## config.mk

```make
export PLATFORM = sky130hd
export DESIGN_NAME = acc_alu14
export DESIGN_NICKNAME = d
export VERILOG_FILES = /design/src/rtl/acc_alu14_pkg.sv /design/src/rtl/acc_alu14_decode.sv /design/src/rtl/acc_alu14_alu.sv /design/src/rtl/acc_alu14_stmerge.sv /design/src/rtl/acc_alu14.sv
export SDC_FILE = /design/constraint.sdc
export NUM_CORES = 1
export LEC_CHECK = 0
export CAP_MARGIN = 20
export CORE_MARGIN = 1.5
export CORE_UTILIZATION = 57
export CTS_BUF_LIST = sky130_fd_sc_hd__clkbuf_4
export CTS_CLUSTER_DIAMETER = 100
export DETAILED_ROUTE_END_ITERATION = 8
export PLACE_DENSITY = 0.9
export SLEW_MARGIN = 20
export SYNTH_ARGS = -nofsm -noshare
export SYNTH_HDL_FRONTEND = slang
export SYNTH_SLANG_ARGS = --single-unit
```

## constraint.sdc

```tcl
create_clock -name clk -period 0.8 [get_ports clk]
set_input_delay 0.24 -clock clk [delete_from_list [all_inputs] [get_ports clk]]
set_output_delay 0.24 -clock clk [all_outputs]
set_load 0.1 [all_outputs]
```

## src/rtl/acc_alu14_pkg.sv

```systemverilog
package acc_alu14_pkg;
    localparam int unsigned DATA_W = 8;
    localparam int unsigned NIB_W  = DATA_W / 2;
    localparam int unsigned ADDR_W = 7;
    localparam int unsigned BSEL_W = 3;
    localparam int unsigned OPC_W  = 6;
    localparam int unsigned INSN_W = OPC_W + DATA_W;
    localparam int unsigned HI_W   = INSN_W - ADDR_W;   // opcode plus destination bit

    typedef enum logic [4:0] {
        OP_NONE, OP_ADD, OP_SUB, OP_AND, OP_IOR, OP_XOR,
        OP_PASSF, OP_PASSW, OP_PASSK, OP_COM, OP_INC, OP_DEC,
        OP_RL, OP_RR, OP_SWAP, OP_BCLR, OP_BSET, OP_CLR
    } alu_op_e;

    typedef struct packed {
        alu_op_e op;
        logic    src_lit;
        logic    wr;
        logic    to_file;
        logic    upd_c;
        logic    upd_dc;
        logic    upd_z;
    } ctrl_t;

    typedef struct packed {
        logic [DATA_W-1:0] res;
        logic              wr;
        logic              to_file;
        logic [ADDR_W-1:0] addr;
        logic              c_we;
        logic              dc_we;
        logic              z_we;
        logic              c;
        logic              dc;
        logic              z;
    } stage_t;
endpackage

```

## src/rtl/acc_alu14_decode.sv

```systemverilog
module acc_alu14_decode
    import acc_alu14_pkg::*;
(
    input  logic [HI_W-1:0] hi_i,
    output ctrl_t           ctrl_o
);
    localparam ctrl_t NOTHING = '{op: OP_NONE, default: 1'b0};

    function automatic ctrl_t mk(alu_op_e op, logic lit, logic tf, logic [2:0] fl);
        ctrl_t r;
        r.op      = op;
        r.src_lit = lit;
        r.wr      = 1'b1;
        r.to_file = tf;
        r.upd_c   = fl[2];
        r.upd_dc  = fl[1];
        r.upd_z   = fl[0];
        return r;
    endfunction

    logic       dbit;
    logic [1:0] grp;
    logic [3:0] sub;

    assign dbit = hi_i[0];
    assign grp  = hi_i[HI_W-1 -: 2];
    assign sub  = hi_i[4:1];

    always_comb begin
        ctrl_o = NOTHING;
        unique case (grp)
            2'b00: begin
                unique case (sub)
                    4'h0: ctrl_o = dbit ? mk(OP_PASSW, 1'b0, 1'b1, 3'b000) : NOTHING;
                    4'h1: ctrl_o = mk(OP_CLR,   1'b0, dbit, 3'b001);
                    4'h2: ctrl_o = mk(OP_SUB,   1'b0, dbit, 3'b111);
                    4'h3: ctrl_o = mk(OP_DEC,   1'b0, dbit, 3'b001);
                    4'h4: ctrl_o = mk(OP_IOR,   1'b0, dbit, 3'b001);
                    4'h5: ctrl_o = mk(OP_AND,   1'b0, dbit, 3'b001);
                    4'h6: ctrl_o = mk(OP_XOR,   1'b0, dbit, 3'b001);
                    4'h7: ctrl_o = mk(OP_ADD,   1'b0, dbit, 3'b111);
                    4'h8: ctrl_o = mk(OP_PASSF, 1'b0, dbit, 3'b001);
                    4'h9: ctrl_o = mk(OP_COM,   1'b0, dbit, 3'b001);
                    4'hA: ctrl_o = mk(OP_INC,   1'b0, dbit, 3'b001);
                    4'hB: ctrl_o = mk(OP_DEC,   1'b0, dbit, 3'b000);
                    4'hC: ctrl_o = mk(OP_RR,    1'b0, dbit, 3'b100);
                    4'hD: ctrl_o = mk(OP_RL,    1'b0, dbit, 3'b100);
                    4'hE: ctrl_o = mk(OP_SWAP,  1'b0, dbit, 3'b000);
                    default: ctrl_o = mk(OP_INC, 1'b0, dbit, 3'b000);
                endcase
            end
            2'b01: begin
                if (!sub[3])
                    ctrl_o = mk(sub[2] ? OP_BSET : OP_BCLR, 1'b0, 1'b1, 3'b000);
            end
            2'b10: ctrl_o = NOTHING;
            default: begin
                casez (sub)
                    4'b0???: ctrl_o = mk(OP_PASSK, 1'b1, 1'b0, 3'b000);
                    4'b1000: ctrl_o = mk(OP_IOR,   1'b1, 1'b0, 3'b001);
                    4'b1001: ctrl_o = mk(OP_AND,   1'b1, 1'b0, 3'b001);
                    4'b1010: ctrl_o = mk(OP_XOR,   1'b1, 1'b0, 3'b001);
                    4'b110?: ctrl_o = mk(OP_SUB,   1'b1, 1'b0, 3'b111);
                    4'b111?: ctrl_o = mk(OP_ADD,   1'b1, 1'b0, 3'b111);
                    default: ctrl_o = NOTHING;
                endcase
            end
        endcase
    end
endmodule

```

## src/rtl/acc_alu14_alu.sv

```systemverilog
module acc_alu14_alu
    import acc_alu14_pkg::*;
(
    input  alu_op_e           op_i,
    input  logic [DATA_W-1:0] opnd_i,
    input  logic [DATA_W-1:0] w_i,
    input  logic              carry_i,
    input  logic [BSEL_W-1:0] bsel_i,
    output logic [DATA_W-1:0] res_o,
    output logic              c_o,
    output logic              dc_o,
    output logic              z_o
);
    logic [DATA_W:0]   sum, diff;
    logic [NIB_W:0]    nsum, ndiff;
    logic [DATA_W-1:0] bmask;

    always_comb begin
        sum   = {1'b0, opnd_i} + {1'b0, w_i};
        nsum  = {1'b0, opnd_i[NIB_W-1:0]} + {1'b0, w_i[NIB_W-1:0]};
        diff  = {1'b0, opnd_i} + {1'b0, ~w_i} + (DATA_W+1)'(1);
        ndiff = {1'b0, opnd_i[NIB_W-1:0]} + {1'b0, ~w_i[NIB_W-1:0]} + (NIB_W+1)'(1);
        bmask = DATA_W'(1) << bsel_i;
        res_o = '0;
        c_o   = 1'b0;
        dc_o  = 1'b0;
        unique case (op_i)
            OP_ADD:   begin res_o = sum[DATA_W-1:0];  c_o = sum[DATA_W];  dc_o = nsum[NIB_W];  end
            OP_SUB:   begin res_o = diff[DATA_W-1:0]; c_o = diff[DATA_W]; dc_o = ndiff[NIB_W]; end
            OP_AND:   res_o = opnd_i & w_i;
            OP_IOR:   res_o = opnd_i | w_i;
            OP_XOR:   res_o = opnd_i ^ w_i;
            OP_PASSF, OP_PASSK: res_o = opnd_i;
            OP_PASSW: res_o = w_i;
            OP_COM:   res_o = ~opnd_i;
            OP_INC:   res_o = opnd_i + DATA_W'(1);
            OP_DEC:   res_o = opnd_i - DATA_W'(1);
            OP_RL:    begin res_o = {opnd_i[DATA_W-2:0], carry_i}; c_o = opnd_i[DATA_W-1]; end
            OP_RR:    begin res_o = {carry_i, opnd_i[DATA_W-1:1]}; c_o = opnd_i[0]; end
            OP_SWAP:  res_o = {opnd_i[NIB_W-1:0], opnd_i[DATA_W-1:NIB_W]};
            OP_BCLR:  res_o = opnd_i & ~bmask;
            OP_BSET:  res_o = opnd_i | bmask;
            default:  res_o = '0;
        endcase
        z_o = (res_o == '0);
    end
endmodule

```

## src/rtl/acc_alu14_stmerge.sv

```systemverilog
module acc_alu14_stmerge
    import acc_alu14_pkg::*;
#(
    parameter int unsigned STATUS_ADDR = 3,
    parameter int unsigned C_POS       = 0,
    parameter int unsigned DC_POS      = 1,
    parameter int unsigned Z_POS       = 2
) (
    input  logic [DATA_W-1:0] raw_i,
    input  logic              to_file_i,
    input  logic [ADDR_W-1:0] addr_i,
    input  logic [2:0]        we_i,
    input  logic [2:0]        fl_i,
    output logic [DATA_W-1:0] res_o
);
    logic hit;
    assign hit = to_file_i && (addr_i == ADDR_W'(STATUS_ADDR));

    always_comb begin
        res_o = raw_i;
        if (hit) begin
            if (we_i[2]) res_o[C_POS]  = fl_i[2];
            if (we_i[1]) res_o[DC_POS] = fl_i[1];
            if (we_i[0]) res_o[Z_POS]  = fl_i[0];
        end
    end
endmodule

```

## src/rtl/acc_alu14.sv

```systemverilog
module acc_alu14
    import acc_alu14_pkg::*;
#(
    parameter int unsigned STATUS_ADDR = 3,
    parameter int unsigned C_POS       = 0,
    parameter int unsigned DC_POS      = 1,
    parameter int unsigned Z_POS       = 2
) (
    input  logic              clk,
    input  logic              rst_n,
    input  logic [13:0]       instr_i,
    input  logic [7:0]        w_i,
    input  logic [7:0]        file_i,
    input  logic              carry_i,
    output logic [7:0]        result_o,
    output logic              wr_en_o,
    output logic              to_file_o,
    output logic [6:0]        file_addr_o,
    output logic              c_o,
    output logic              dc_o,
    output logic              z_o,
    output logic              c_we_o,
    output logic              dc_we_o,
    output logic              z_we_o
);
    ctrl_t             ctrl;
    logic [DATA_W-1:0] opnd, alu_res, merged;
    logic              alu_c, alu_dc, alu_z;
    logic [2:0]        we_vec, fl_vec;
    stage_t            stage_d, stage_q;

    acc_alu14_decode u_dec (
        .hi_i   (instr_i[INSN_W-1:ADDR_W]),
        .ctrl_o (ctrl)
    );

    assign opnd = ctrl.src_lit ? instr_i[DATA_W-1:0] : file_i;

    acc_alu14_alu u_alu (
        .op_i    (ctrl.op),
        .opnd_i  (opnd),
        .w_i     (w_i),
        .carry_i (carry_i),
        .bsel_i  (instr_i[ADDR_W +: BSEL_W]),
        .res_o   (alu_res),
        .c_o     (alu_c),
        .dc_o    (alu_dc),
        .z_o     (alu_z)
    );

    assign we_vec = {ctrl.upd_c, ctrl.upd_dc, ctrl.upd_z};
    assign fl_vec = {alu_c, alu_dc, alu_z} & we_vec;

    acc_alu14_stmerge #(
        .STATUS_ADDR (STATUS_ADDR),
        .C_POS       (C_POS),
        .DC_POS      (DC_POS),
        .Z_POS       (Z_POS)
    ) u_merge (
        .raw_i     (alu_res),
        .to_file_i (ctrl.wr && ctrl.to_file),
        .addr_i    (instr_i[ADDR_W-1:0]),
        .we_i      (we_vec),
        .fl_i      (fl_vec),
        .res_o     (merged)
    );

    always_comb begin
        stage_d         = '0;
        stage_d.wr      = ctrl.wr;
        stage_d.to_file = ctrl.wr && ctrl.to_file;
        stage_d.addr    = instr_i[ADDR_W-1:0];
        stage_d.res     = ctrl.wr ? merged : '0;
        stage_d.c_we    = we_vec[2];
        stage_d.dc_we   = we_vec[1];
        stage_d.z_we    = we_vec[0];
        stage_d.c       = fl_vec[2];
        stage_d.dc      = fl_vec[1];
        stage_d.z       = fl_vec[0];
    end

    always_ff @(posedge clk or negedge rst_n) begin
        if (!rst_n) stage_q <= '0;
        else        stage_q <= stage_d;
    end

    assign result_o    = stage_q.res;
    assign wr_en_o     = stage_q.wr;
    assign to_file_o   = stage_q.to_file;
    assign file_addr_o = stage_q.addr;
    assign c_o         = stage_q.c;
    assign dc_o        = stage_q.dc;
    assign z_o         = stage_q.z;
    assign c_we_o      = stage_q.c_we;
    assign dc_we_o     = stage_q.dc_we;
    assign z_we_o      = stage_q.z_we;
endmodule

```

==> results of run 1 <==
[metrics by stage]
stage / instance area [sq um] / hold WS, ns / instances / setup WS (ns)
3_3_place_gp: 5780 / 0.604 / 721 / -3.67
2_1_floorplan: 3790 / -0.0556 / 441 / -3.01
[cells by family after synthesis]
family	Yosys count	share of synthesized area
AO/OA/AOI/OAI	161	0.339
adder cells (fa/ha/maj)	26	0.0998
AND/OR/NAND/NOR	155	0.250
flip-flops	23	0.166
multiplexers	10	0.0328
XOR/XNOR	11	0.0277
buffers and inverters	55	0.0854
[cell usage after synthesis (11+ instances only)]
cell	number
sky130_fd_sc_hd__o21ai_0	22
sky130_fd_sc_hd__nand3_1	11
sky130_fd_sc_hd__a21oi_1	29
sky130_fd_sc_hd__ha_1	22
sky130_fd_sc_hd__nand2_1	31
sky130_fd_sc_hd__inv_1	29
sky130_fd_sc_hd__dfrtp_1	23
sky130_fd_sc_hd__nor2_1	35
sky130_fd_sc_hd__nor3_1	16
sky130_fd_sc_hd__o22ai_1	13
sky130_fd_sc_hd__a211oi_1	11
sky130_fd_sc_hd__buf_4	11
==> reports/results.txt, run 1 <==
number of distinct library cells after synthesis: 82
number of standard-cell rows in the floorplan: 28
asr flop ratio synth: 1.00
final HPWL from detailed placement: 17.4 mm
Seq cells post-synth: 23
number of I/O pins: 56
Synthesis Warnings: 0
cell area after synthesis: 3470 sq um
Routability Congestion: 1.30
Die W: 81.0 um
Port Buf Inserts: 55
largest area contributor in the netlist: sky130_fd_sc_hd__dfrtp_1
Avg Synthesized Cell Area: 7.87 sq um
outcome: did not finish
error message: [ERROR DPL-0033] detailed placement checks failed during check placement.
height of the die: 81.0 um
most common flop cell mapped by yosys: sky130_fd_sc_hd__dfrtp_1
area share of the largest cell type after synthesis: 0.166
Failed at: detailed placement
number of cells produced by synthesis: 441
register area share after synthesis: 0.166
top cells by area, synth: sky130_fd_sc_hd__dfrtp_1, sky130_fd_sc_hd__ha_1, sky130_fd_sc_hd__a21oi_1
synthesized netlist net count: 499
number of synthesized flops with an enable pin: 0
Initial Util: 0.590
==> run 2: changes to the inputs <==
--- a/config.mk
+++ b/config.mk
@@ -7,11 +7,9 @@
 export LEC_CHECK = 0
 export CAP_MARGIN = 20
 export CORE_MARGIN = 1.5
-export CORE_UTILIZATION = 57
-export CTS_BUF_LIST = sky130_fd_sc_hd__clkbuf_4
-export CTS_CLUSTER_DIAMETER = 100
+export CORE_UTILIZATION = 40
 export DETAILED_ROUTE_END_ITERATION = 8
-export PLACE_DENSITY = 0.9
+export PLACE_DENSITY_LB_ADDON = 0.15
 export SLEW_MARGIN = 20
 export SYNTH_ARGS = -nofsm -noshare
 export SYNTH_HDL_FRONTEND = slang
==> run 2 against run 1 <==
Against the previous run:
- the flow now finishes, with violations (negative setup slack)
- synthesized area did not move
- synthesized cell count did not move
==> reports/results.txt, run 2 <==
worst setup path start: instr_i[10]
cell with the most instances after synthesis: sky130_fd_sc_hd__nor2_1
kind of launch point of the worst setup path: primary input
clock input transition at the sequential cells of the worst setup and hold paths: 0.07 ns
unrepaired setup endpoints after global routing: yes
leading cell types in the layout, fill and taps excluded: sky130_fd_sc_hd__buf_4, sky130_fd_sc_hd__buf_6, sky130_fd_sc_hd__nor2_1
fin worst setup slack: -3.21 ns
Clock Tree Buf Depth: 2
leakage power summed over all cells: 3.12 nW
crit-path cells: buf_8, nand4b_4, nand2_8, mux2_2, ha_4, inv_1, a21o_1, a221oi_2, nor4_2, o31ai_1, o221ai_1, or4_4, nand4b_1, or4_4, mux2i_1
layout filler cell count: 462
outcome: complete, but fails checks
met2 usage in global routing: 0.671
total wire length: 21.0 mm
depth of the CTS H-tree: 1
violated checks: negative setup slack
critical path's most frequent cell: sky130_fd_sc_hd__or4_4
top post-synthesis cells by count: sky130_fd_sc_hd__nor2_1, sky130_fd_sc_hd__nand2_1, sky130_fd_sc_hd__a21oi_1, sky130_fd_sc_hd__inv_1, sky130_fd_sc_hd__dfrtp_1
relative max-transition margin: 0.463
slowest stage cell on the critical path: sky130_fd_sc_hd__or4_4
final HPWL from detailed placement: 13.0 mm (-26%)
cell area after synthesis: 3470 sq um (unchanged)
clock share of power: 0.073
asr flop ratio synth: 1.00 (unchanged)
Layout area overhead: 103%
pin count of the biggest net entering global routing: 24
clock tree sinks: 23
Largest register FFs: 8
average detailed-routed wire length per instance: 25.3 um
power per unit of standard cell area: 1300 nW/um^2
number of nets with antenna violations after detailed routing: 0
Min Hold Slack: 0.341 ns
final number of max-transition violations: 0
wire length of the first global-routing pass: 27.7 mm
number of failing hold endpoints at the final stage: 0
total grt overflow: 0
Int Power: 0.00488 W
number of cells produced by synthesis: 441 (unchanged)
Avg Synthesized Cell Area: 7.87 sq um (unchanged)
total chip power: 0.00914 W
crit-path leading delay family: simple AND/OR/NAND/NOR gates
net switching power figure: 0.00426 W
Synthesis Warnings: 0 (unchanged)
worst min-delay path class: primary input to async pin
final critical delay including setup and external delays: 4.01 ns
largest area contributor in the netlist: sky130_fd_sc_hd__dfrtp_1
pre-CTS setup slack: -3.80 ns
number of CTS-inserted buffers: 3
top cells by area, synth: sky130_fd_sc_hd__dfrtp_1, sky130_fd_sc_hd__ha_1, sky130_fd_sc_hd__a21oi_1
share of total power in combinational logic: 0.759
Initial Util: 0.418 (-0.172)
maximum fanout count along the critical path: 5
clock tree from TritonCTS: built
share of power burned in registers: 0.168
Floorplan Core Area: 8300 sq um
die area: 9250 sq um
kind of capture point of the worst setup path: register
Max-Cap Viols: 0
diode count: 0
most common library cell in the layout ignoring fill and taps: sky130_fd_sc_hd__buf_4
peak per-stage delay on the critical path: 0.50 ns
most common flop cell mapped by yosys: sky130_fd_sc_hd__dfrtp_1
number of distinct library cells after synthesis: 82 (unchanged)
Die W: 96.2 um (+19%)
final setup fails: 39
Clock Tree Root: sky130_fd_sc_hd__clkbuf_8
Max rail drop VDD: 860 uV
height of the die: 96.2 um (+19%)
number of antenna violations at the first check in global routing: 0
area share of the largest cell type after synthesis: 0.166 (unchanged)
portion of the clock cycle consumed by the worst path in the final layout: 5.02
actual transition at the worst max-transition pin: 0.801 ns
Routability Congestion: 1.01 (-22%)
violation count after the first detailed-route iteration: 783
M3 GR Usage: 0.0916
timing-limited maximum frequency: 0.249 GHz
All-Layer GR Usage: 0.402
register area share after synthesis: 0.166 (unchanged)
Data required, critical path: 0.98 ns
critical path class: primary input to register
routing usage on met1: 0.451
layer carrying the most global-route usage: met2
Residual DRC: 0
Port Buf Inserts: 55 (unchanged)
number of I/O pins: 56 (unchanged)
total iterations of the first detailed-routing run: 7
Seq cells post-synth: 23 (unchanged)
via total after detailed routing: 5525
vias in the first global route: 5146
post-layout net count: 783
number of buffers and inverters on the critical path: 2
number of standard-cell rows in the floorplan: 33 (+18%)
switching power as a share of total power: 0.466
number of synthesized flops with an enable pin: 0 (unchanged)
fraction of final layout cells with drive strength greater than 1: 0.598
CP arrival: 4.19 ns
via/cell ratio: 6.66
synthesized netlist net count: 499 (unchanged)
## run 2: power groups by stage
| stage | registers [W] | clock network (W) | logic [W] |
|---|---|---|---|
| 2_1_floorplan | 0.00265 | 0 | 0.00196 |
| 3_3_place_gp | 0.00156 | 0 | 0.00562 |
| 3_5_place_dp | 0.00157 | 0 | 0.00568 |
| 4_1_cts | 0.00154 | 0.000677 | 0.00625 |
| 5_1_grt | 0.00155 | 0.000743 | 0.00715 |
| 6_report | 0.00154 | 0.000663 | 0.00694 |
## run 2: layer usage
metal / part of all wire / routed length, um
met3: 0.12 / 2540
met2: 0.44 / 9130
met1: 0.33 / 6900
met4: 0.11 / 2380
met5: 0 / 0
## run 2: final timing paths
path,to,cells after the start
max,result_o[2],15
min,wr_en_o,2
max in group asynchronous,dc_o,2
min in group clk,c_we_o,3
## run 2: what timing repair did
action                     in CTS  in global routing
hold buffers                    0                  0
setup endpoints to repair      39                 39
pin swaps                      45                 35
setup buffers                  51                 19
gates resized for setup       131                 63
## run 2: cell families after synthesis
logic type / synth area share
AOI/OAI and AO/OA: 0.339
and+or+nand+nor: 0.250
buffers and inverters: 0.0854
adders and majority gates: 0.0998
DFF: 0.166
xor gates and xnor gates: 0.0277
muxes: 0.0328
## run 2: layout make-up
cell class	count	area, sq um	share of cell area
Inverter	31	126	0.0179
Sequential cell	23	658	0.0934
Tap cell	105	131	0.0186
Multi-Input combinational cell	363	3220	0.457
Clock inverter	1	5.00	0.000710
Timing Repair Buffer	303	2870	0.407
Clock buffer	3	41.3	0.00586
## run 2: through the flow
step	area [sq um]	TNS, ns	util	instances
after floorplan	3790	-27.31	-	441
after global placement	5920	-41.40	0.713	767
after detailed placement	5920	-42.87	0.713	767
after CTS	6690	-37.00	0.806	818
after global routing	7050	-40.75	0.849	829
final	7050	-39.54	0.849	829
(Power assumes the default switching activity.)
==> run 3: changes to the inputs <==
--- a/config.mk
+++ b/config.mk
@@ -9,7 +9,7 @@
 export CORE_MARGIN = 1.5
 export CORE_UTILIZATION = 40
 export DETAILED_ROUTE_END_ITERATION = 8
-export PLACE_DENSITY_LB_ADDON = 0.15
+export PLACE_DENSITY = 0.64
 export SLEW_MARGIN = 20
 export SYNTH_ARGS = -nofsm -noshare
 export SYNTH_HDL_FRONTEND = slang
==> run 3 against run 2 <==
Against the previous run:
- the run still ends with negative setup slack left
- clock power grew 8.3%
- power grew 4.7%
- global-route usage grew 0.43 points
- die area is the same
- flip-flop and latch count is the same
==> reports/results.txt, run 3 (synthesized netlist as in run 2, its figures left out) <==
die area: 9250 sq um (unchanged)
Max-Cap Viols: 0 (unchanged)
final design area excluding fillers: 7170 sq um (+1.7%)
leakage power summed over all cells: 3.12 nW (-0.10%)
via/cell ratio: 6.76 (+1.5%)
timing-limited maximum frequency: 0.239 GHz (-4.0%)
Routability Congestion: 1.06 (+5.3%)
number of buffers and inverters on the critical path: 6 (+4)
clock input transition at the sequential cells of the worst setup and hold paths: 0.08 ns (about the same)
Min Hold Slack: 0.332 ns (-0.00843 ns)
number of standard-cell rows in the floorplan: 33 (unchanged)
kind of launch point of the worst setup path: primary input
CP arrival: 4.36 ns (+0.17 ns)
worst setup path start: instr_i[10]
average detailed-routed wire length per instance: 26.1 um (+3.2%)
Clock Tree Buf Depth: 2 (unchanged)
Initial Util: 0.418 (unchanged)
number of I/O pins: 56 (unchanged)
leading cell types in the layout, fill and taps excluded: sky130_fd_sc_hd__buf_4, sky130_fd_sc_hd__buf_6, sky130_fd_sc_hd__buf_12
Residual DRC: 0 (unchanged)
Largest register FFs: 8 (unchanged)
Final Non-Filler Cells: 822 (-0.84%)
Clock Tree Root: sky130_fd_sc_hd__clkbuf_8
height of the die: 96.2 um (unchanged)
worst min-delay path class: primary input to async pin
critical path class: primary input to register
Floorplan Core Area: 8300 sq um (unchanged)
pin count of the biggest net entering global routing: 24 (unchanged)
number of nets with antenna violations after detailed routing: 0 (unchanged)
wire length of the first global-routing pass: 27.8 mm (+0.35%)
post-route core utilization: 0.864 (+0.0146)
slowest stage cell on the critical path: sky130_fd_sc_hd__or4_4
Cells after DPL: 758 (-1.2%)
outcome: complete, but fails checks
power per unit of standard cell area: 1330 nW/um^2 (+2.9%)
final setup fails: 39 (unchanged)
crit-path cells: buf_8, buf_6, buf_4, buf_8, buf_8, nor2_4, a211oi_4, o31ai_4, nand2_2, nand2_4, inv_6, ha_4, nor2b_4, o21ai_2, nor3b_2, nor4_1, a31oi_1, o211ai_1, or4_4, nand4b_1, or4_4, mux2i_1
clock tree from TritonCTS: built
diode count: 0 (unchanged)
total chip power: 0.00957 W (+4.7%)
via total after detailed routing: 5558 (+0.60%)
violation count after the first detailed-route iteration: 829 (+5.9%)
post-layout net count: 776 (-0.89%)
critical path's most frequent cell: sky130_fd_sc_hd__buf_8
final critical delay including setup and external delays: 4.18 ns (+0.166 ns)
total wire length: 21.4 mm (+2.3%)
peak per-stage delay on the critical path: 0.56 ns (+0.06 ns)
maximum fanout count along the critical path: 6 (+1)
number of antenna violations at the first check in global routing: 0 (unchanged)
fin worst setup slack: -3.38 ns (-0.166 ns)
kind of capture point of the worst setup path: register
violated checks: negative setup slack
most common library cell in the layout ignoring fill and taps: sky130_fd_sc_hd__buf_4
depth of the CTS H-tree: 1 (unchanged)
Layout area overhead: 106%
portion of the clock cycle consumed by the worst path in the final layout: 5.22 (+0.207)
met2 usage in global routing: 0.678 (+0.00646)
Max rail drop VDD: 1010 uV (+18%)
actual transition at the worst max-transition pin: 1.03 ns (+0.226 ns)
Data required, critical path: 0.98 ns (about the same)
unrepaired setup endpoints after global routing: yes
routing usage on met1: 0.488 (+0.0372)
relative max-transition margin: 0.311 (-0.152)
layer carrying the most global-route usage: met2
total iterations of the first detailed-routing run: 9 (+2)
final HPWL from detailed placement: 13.7 mm (+5.7%)
total grt overflow: 0 (unchanged)
number of failing hold endpoints at the final stage: 0 (unchanged)
Port Buf Inserts: 55 (unchanged)
All-Layer GR Usage: 0.406 (+0.00434)
M3 GR Usage: 0.0703 (-0.0213)
CTS Hold Buffers Added: 0 (unchanged)
number of CTS-inserted buffers: 3 (unchanged)
vias in the first global route: 5104 (-0.82%)
Die W: 96.2 um (unchanged)
clock tree sinks: 23 (unchanged)
fraction of final layout cells with drive strength greater than 1: 0.614 (+0.0156)
final number of max-transition violations: 0 (unchanged)
placed instance area: 5890 sq um (-0.51%)
crit-path leading delay family: simple AND/OR/NAND/NOR gates
## run 3: cell types whose count changed in the layout (fill, tap and decap cells not counted), sizes merged
cell,previous run,this run
clkdlybuf4s50,24,25
inv,30,31
buf,276,269
clkinv,2,0
## run 3: area by class of cell
| type | count | area, sq um |
|---|---|---|
| Fill cell | 452 | 1130 |
| Sequential cell | 23 | 658 |
| Multi-Input combinational cell | 363 | 3340 |
| Tap cell | 105 | 131 |
| Timing Repair Buffer | 296 | 2870 |
| Inverter | 31 | 131 |
| Clock buffer | 4 | 45.0 |
## run 3: path summary, 6_finish.rpt
kind                                   to  slack, ns  depth (start not counted)
min in group clk           file_addr_o[5]       0.51                          1
worst max-delay path          result_o[2]      -3.38                         22
worst min-delay path       file_addr_o[5]       0.33                          2
max in group asynchronous          c_we_o       0.31                          2
## run 3: report_power, final
part	internal [W]	leakage (nW)	switching, W
sequential	0.00141	0.258	0.000145
combinational	0.00329	2.84	0.00400
clock	0.000356	0.0228	0.000362
## run 3: stage by stage
stage | setup WS, ns | TNS [ns]
detailed placement | -3.93 | -43.05
global placement | -3.88 | -41.82
floorplan | -3.01 | -27.31
CTS | -3.23 | -37.15
finish | -3.38 | -41.01
global route | -3.47 | -42.30
## run 3: metal layers
metal  vias up  share of wire
met5         -              0
met1      2516           0.33
met2       577           0.44
met4         0          0.087
met3       226           0.15
li1       2239              -
## run 3: repair_timing
item	in CTS	in global routing
gates resized for setup	153	59
pin swaps	58	36
setup endpoints to repair	39	39
setup buffers	41	29
gates cloned	0	1
